$ cat src/rtl/ost_pkg.sv
// Package: shared constants and helpers for the oscillation wait timer.
// Assumes five thresholds, held in ascending order of exponent.
package ost_pkg;
    localparam int NUM_THR = 5;
    localparam int MAX_EXP = 16;
    localparam int CNT_W   = MAX_EXP + 1;
    localparam int SEL_W   = 3;

    // Exponent of the threshold behind status bit idx.
    function automatic int unsigned thr_exp(input int idx);
        case (idx)
            0:       return 11;
            1:       return 13;
            2:       return 14;
            3:       return 15;
            default: return 16;
        endcase
    endfunction
endpackage

$ cat src/rtl/ost_counter.sv
// Module: saturating up-counter of oscillator cycles.
// Assumes clr_i takes priority over counting; it stops at SAT_VAL.
module ost_counter #(
    parameter int CNT_W   = 17,
    parameter int SAT_EXP = 16
) (
    input  logic             clk,
    input  logic             rst_n,
    input  logic             clr_i,
    input  logic             run_i,
    output logic [CNT_W-1:0] cnt_o,
    output logic [CNT_W-1:0] cnt_nxt_o
);
    localparam logic [CNT_W-1:0] SAT_VAL = {{(CNT_W-1){1'b0}}, 1'b1} << SAT_EXP;

    logic [CNT_W-1:0] cnt_q;

    // Next count: clear, hold at saturation, or step by one.
    always_comb begin
        if (clr_i)
            cnt_nxt_o = '0;
        else if (run_i && (cnt_q < SAT_VAL))
            cnt_nxt_o = cnt_q + 1'b1;
        else
            cnt_nxt_o = cnt_q;
    end

    // Count register.
    always_ff @(posedge clk) begin
        if (!rst_n)
            cnt_q <= '0;
        else
            cnt_q <= cnt_nxt_o;
    end

    assign cnt_o = cnt_q;
endmodule

$ cat src/rtl/ost_flags.sv
// Module: one sticky flag per power-of-two threshold.
// Assumes cnt_nxt_i is the next count, so each flag sets at the edge where
// the count reaches its threshold.
module ost_flags #(
    parameter int CNT_W   = 17,
    parameter int NUM_THR = 5
) (
    input  logic               clk,
    input  logic               rst_n,
    input  logic               clr_i,
    input  logic [CNT_W-1:0]   cnt_nxt_i,
    output logic [NUM_THR-1:0] flag_o
);
    import ost_pkg::*;

    for (genvar gi = 0; gi < NUM_THR; gi++) begin : g_flag
        localparam logic [CNT_W-1:0] THR = {{(CNT_W-1){1'b0}}, 1'b1} << thr_exp(gi);
        logic flag_q;

        // Set once the count reaches THR; cleared only by a restart.
        always_ff @(posedge clk) begin
            if (!rst_n)
                flag_q <= 1'b0;
            else if (clr_i)
                flag_q <= 1'b0;
            else if (cnt_nxt_i >= THR)
                flag_q <= 1'b1;
        end

        assign flag_o[gi] = flag_q;
    end
endmodule

$ cat src/rtl/ost_sel.sv
// Module: holds the applied wait select as a threshold index.
// Assumes encodings at or above NUM_THR map to the longest threshold.
module ost_sel #(
    parameter int SEL_W   = 3,
    parameter int NUM_THR = 5,
    parameter int IDX_W   = $clog2(NUM_THR)
) (
    input  logic             clk,
    input  logic             rst_n,
    input  logic             load_i,
    input  logic [SEL_W-1:0] sel_i,
    output logic [IDX_W-1:0] idx_o
);
    localparam logic [IDX_W-1:0] LONGEST = IDX_W'(NUM_THR - 1);

    logic [IDX_W-1:0] dec_idx;
    logic [IDX_W-1:0] idx_q;

    // Clamp unused encodings to the longest wait.
    always_comb begin
        if (int'(sel_i) < NUM_THR)
            dec_idx = IDX_W'(sel_i);
        else
            dec_idx = LONGEST;
    end

    // Applied-select register; reset gives the longest wait.
    always_ff @(posedge clk) begin
        if (!rst_n)
            idx_q <= LONGEST;
        else if (load_i)
            idx_q <= dec_idx;
    end

    assign idx_o = idx_q;
endmodule

$ cat src/rtl/osc_settle_timer.sv
// Module: oscillation stabilization wait timer (top).
// Counts oscillator cycles after every restart, flags each threshold in a
// status word and raises stable at the applied threshold. An RC source
// bypasses the wait. Assumes all inputs are synchronous to clk_osc.
module osc_settle_timer #(
    parameter int NUM_THR = ost_pkg::NUM_THR,
    parameter int CNT_W   = ost_pkg::CNT_W,
    parameter int SEL_W   = ost_pkg::SEL_W,
    parameter int MAX_EXP = ost_pkg::MAX_EXP
) (
    input  logic               clk_osc,
    input  logic               rst_n,
    input  logic               osc_en_i,
    input  logic               osc_start_i,
    input  logic               stop_rel_i,
    input  logic [SEL_W-1:0]   wait_sel_i,
    input  logic               rc_src_i,
    output logic [NUM_THR-1:0] stat_o,
    output logic               stable_o
);
    localparam int IDX_W = $clog2(NUM_THR);

    logic               restart;
    logic [CNT_W-1:0]   cnt_q;
    logic [CNT_W-1:0]   cnt_nxt;
    logic [NUM_THR-1:0] flag_q;
    logic [IDX_W-1:0]   sel_idx;
    logic               rc_bypass;

    // Any event that makes the oscillator start over.
    assign restart   = osc_start_i | stop_rel_i | ~osc_en_i;
    assign rc_bypass = rc_src_i & osc_en_i;

    ost_counter #(
        .CNT_W   (CNT_W),
        .SAT_EXP (MAX_EXP)
    ) u_cnt (
        .clk       (clk_osc),
        .rst_n     (rst_n),
        .clr_i     (restart),
        .run_i     (osc_en_i),
        .cnt_o     (cnt_q),
        .cnt_nxt_o (cnt_nxt)
    );

    ost_flags #(
        .CNT_W   (CNT_W),
        .NUM_THR (NUM_THR)
    ) u_flags (
        .clk       (clk_osc),
        .rst_n     (rst_n),
        .clr_i     (restart),
        .cnt_nxt_i (cnt_nxt),
        .flag_o    (flag_q)
    );

    ost_sel #(
        .SEL_W   (SEL_W),
        .NUM_THR (NUM_THR),
        .IDX_W   (IDX_W)
    ) u_sel (
        .clk    (clk_osc),
        .rst_n  (rst_n),
        .load_i (stop_rel_i),
        .sel_i  (wait_sel_i),
        .idx_o  (sel_idx)
    );

    // Output view: RC bypass forces everything set; otherwise the flags.
    always_comb begin
        if (rc_bypass) begin
            stat_o   = '1;
            stable_o = 1'b1;
        end else begin
            stat_o   = flag_q;
            stable_o = flag_q[sel_idx];
        end
    end
endmodule

$ cat config.mk
export PLATFORM = sky130hd
export DESIGN_NAME = osc_settle_timer
export DESIGN_NICKNAME = d
export VERILOG_FILES = /design/src/rtl/ost_pkg.sv /design/src/rtl/ost_counter.sv /design/src/rtl/ost_flags.sv /design/src/rtl/ost_sel.sv /design/src/rtl/osc_settle_timer.sv
export SDC_FILE = /design/constraint.sdc
export NUM_CORES = 1
export LEC_CHECK = 0
export BUFFER_PORTS_ARGS = -buffer_cell sky130_fd_sc_hd__buf_2
export CORE_UTILIZATION = 55
export DETAILED_ROUTE_END_ITERATION = 10
export PLACE_DENSITY = 0.76
export SLEW_MARGIN = 20
export SYNTH_ARGS = -nofsm -noshare
export SYNTH_HDL_FRONTEND = slang
export SYNTH_SLANG_ARGS = --single-unit
$ cat constraint.sdc
create_clock -name clk_osc -period 2.2 [get_ports clk_osc]
set_clock_uncertainty 0.05 [all_clocks]
set_input_delay 0.33 -clock clk_osc [delete_from_list [all_inputs] [get_ports clk_osc]]
set_output_delay 0.33 -clock clk_osc [all_outputs]
set_load 0.02 [all_outputs]
==> impl_metrics.env <==
export IMPL_status="complete, no violations"
export IMPL_maxSlewHeadroom_pct=67.9
export IMPL_cts_buffers_inserted=3
export IMPL_fin_ws_ps=197
export IMPL_start_util_pct=59.9
export IMPL_root_buffer="clkbuf_4"
export IMPL_finalWirelength_um=2180
export IMPL_crit_family="multiplexers"
export IMPL_stdcell_count=177
export IMPL_drtPass1Iterations=4
export IMPL_dieHeight_um=48.7
export IMPL_placed_cells=173
export IMPL_synth_area_leaders="dfxtp_1 (42%), xor2_1 (7.3%), nor2_1 (6.9%)"
export IMPL_maxSlewViolCount=0
export IMPL_critPathKind="flip-flop to output pin"
export IMPL_ctsHoldBuffers=0
export IMPL_grt_pass1_wl_um=4000
export IMPL_grt_usage_pct=21.6
export IMPL_clkSlewWorstSetupHoldPaths_ps=130
export IMPL_die_w_um=48.7
export IMPL_htreeDepth=1
export IMPL_n_fill_cell=189
export IMPL_clock_fmax_mhz=499
export IMPL_antenna_cells=0
export IMPL_end_kind="output pin"
export IMPL_slowest_delay_ps=520
export IMPL_worstPathMaxFanout=3
export IMPL_worst_r2r_startpoint="u_cnt.cnt_o[0]"
export IMPL_grt_pass1_vias=930
export IMPL_drc_errors=0
export IMPL_yosysTopAreaCell="dfxtp_1"
export IMPL_synth_top_area_share_pct=41.8
export IMPL_netlist_area_mm2=0.00120
export IMPL_via_count=979
export IMPL_period_share_pct=91.0
export IMPL_worstPathRequired_ps=1820
export IMPL_reg2reg_slack_ps=460
export IMPL_grt_setup_unrepaired="no"
export IMPL_die_area_mm2=0.00237
export IMPL_yosysWarnings=0
export IMPL_fin_setup_tns_ps=0
export IMPL_grt_max_degree=15
export IMPL_final_util_pct=65.8
export IMPL_cp_cell_sequence="mux4_2, nand2b_1, o311ai_0, buf_2"
export IMPL_io_pins=15
export IMPL_critPathLaunchType="flip-flop"
export IMPL_cpMaxStageDelayCell="mux4_2"
export IMPL_syn_inst=134
export IMPL_grt_antenna_before_repair=0
export IMPL_rows=16
export IMPL_drv_cap=0
export IMPL_ctsLongestPathBuffers=2
export IMPL_core_mm2=0.00200
export IMPL_cts_tree="yes"
export IMPL_cts_resized=0
export IMPL_hold_violations=0
export IMPL_insertion_delay_ps=320
export IMPL_nNetsFinal=161
export IMPL_ys_types=30
export IMPL_gr_usage_met1_pct=28.5
export IMPL_whs_ps=169
export IMPL_wl_per_cell_um=12.3
export IMPL_worstPathArrival_ps=1620
export IMPL_port_buffers=14
export IMPL_irDropWorstVdd_uv=371
export IMPL_syn_nets=144
export IMPL_place_ws_ps=493
export IMPL_crit_cells=4
export IMPL_finalCriticalPeriod_ps=2000
export IMPL_grt_util_met2_pct=34.0
export IMPL_r2r_cells=6
export IMPL_busiest_layer="met2"
export IMPL_endpoint="stable_o"
export IMPL_max_slew_worst_pin_slew_ps=480
export IMPL_setup_violations=0
export IMPL_hpwl_um=1670
export IMPL_synthToLayoutAreaGrowth_pct=9.92
export IMPL_r2r_end="u_flags.g_flag[0].flag_q"
export IMPL_first_iter_violations=16
export IMPL_ant_nets=0
export IMPL_cts_setup_buffers=0
export IMPL_avgViaCountPerCell=5.53
export IMPL_cts_sinks=25
export IMPL_gp_congestion=0.795
export IMPL_p_leak_uw=0.000545
export IMPL_grt_overflow_total=0
export IMPL_synth_avg_cell_area_um2=8.95
export IMPL_yosysSeqAreaShare_pct=41.8
export IMPL_met3_usage_pct=3.77
export IMPL_crit_start="u_sel.idx_o[0]"
export IMPL_power_density_mw_per_mm2=534
export IMPL_drive_above_1_share_pct=17.3
export IMPL_min_path_type="primary input to flip-flop"
export IMPL_critPathBufInv=1
export IMPL_synth_seq_cells=25
[Yosys cell counts]
| cell | count |
|---|---|
| o311ai_0 | 1 |
| nor2b_1 | 5 |
| o21ba_2 | 1 |
| and4_4 | 1 |
| nand3_1 | 6 |
| a31oi_1 | 1 |
| inv_1 | 2 |
| nand4b_4 | 1 |
| or3_1 | 3 |
| nand2_1 | 14 |
| nor3b_2 | 1 |
| dfxtp_1 | 25 |
| buf_6 | 1 |
| nand2b_1 | 7 |
| mux4_2 | 1 |
| a21oi_1 | 7 |
| ha_1 | 1 |
| xor2_1 | 10 |
| o311a_1 | 1 |
| nor4_2 | 2 |
| nor3_4 | 1 |
| nand4b_1 | 1 |
| nor3_1 | 2 |
| o21ai_0 | 4 |
| nor2_1 | 22 |
| xnor2_1 | 3 |
| nand4_1 | 3 |
| nand3b_1 | 1 |
| mux2i_1 | 4 |
| clkbuf_1 | 2 |
[report_power, final]
| part | switching (uW) | leakage (uW) | internal (uW) | total [uW] |
|---|---|---|---|---|
| Clock | 132 | 0.0000150 | 71.0 | 203 |
| Combinational | 25.7 | 0.000328 | 17.0 | 42.7 |
| Sequential | 2.56 | 0.000202 | 455 | 458 |
| Total | 160 | 0.000545 | 543 | 704 |
[worst reg2reg max path, delay by kind of cell, from the launching register on]
kind            cells  cell delay, ps
flops               1             450
compound gates      1             160
simple gates        3             590
fa+ha+maj           1             230
xor+xnor            1             200
[layer usage]
metal	share of wire, %	wire length, um	vias up
li1	-	-	493
met1	49	1070	473
met2	47	1020	8
met3	2.4	53	5
met4	1.8	40	0
met5	0	0	-
[worst min path at each step]
stage	from	end	slack [ps]	cells past startpoint
floorplan	rst_n	u_sel.idx_o[2]	360	1
global placement	u_flags.g_flag[1].flag_q	u_flags.g_flag[1].flag_q	410	2
detailed placement	u_flags.g_flag[1].flag_q	u_flags.g_flag[1].flag_q	420	2
CTS	rst_n	u_sel.idx_o[2]	170	2
global route	rst_n	u_sel.idx_o[2]	170	2
finish	rst_n	u_sel.idx_o[2]	170	2
[layout make-up]
cell class / instances / area, um^2 / share of cell area (%)
tap: 27 / 33.8 / 2.56
timing repair buffer: 15 / 77.6 / 5.89
sequential: 25 / 500 / 38.0
multi-input combinational: 104 / 672 / 51.0
clock buffer: 4 / 26.3 / 1.99
inverter: 2 / 7.51 / 0.570
[cell families after synthesis]
kind of cell    after synthesis  synth area share, %
simple gates                 70                 32.8
xor+xnor                     13                 9.50
flops                        25                 41.8
mux                           5                 5.22
compound gates               15                 7.52
buf+inv                       5                 2.19
fa+ha+maj                     1                 1.04
[per-stage QoR]
step,power (uW),instance area (um^2)
floorplan,491,1200
detailed placement,511,1290
global placement,509,1290
finish,704,1320
CTS,710,1320
global route,734,1320
[state kept, by name, indices dropped and copies added (netlist names)]
signal,cells
u_flags.g_flag.flag_q,5
u_sel.idx_o,3
u_cnt.cnt_o,17
[layout by cell type, fill, tap and decap left out, drive strengths merged]
master,n
a21oi,7
a31oi,1
and4,1
buf,15
clkbuf,4
dfxtp,25
ha,1
inv,2
mux2i,4
mux4,1
nand2,14
nand2b,7
nand3,6
nand3b,1
nand4,3
nand4b,2
nor2,22
nor2b,5
nor3,3
nor3b,1
nor4,2
o21ai,4
o21ba,1
o311a,1
o311ai,1
or3,3
xnor2,3
xor2,10
(Power assumes the default switching activity.)
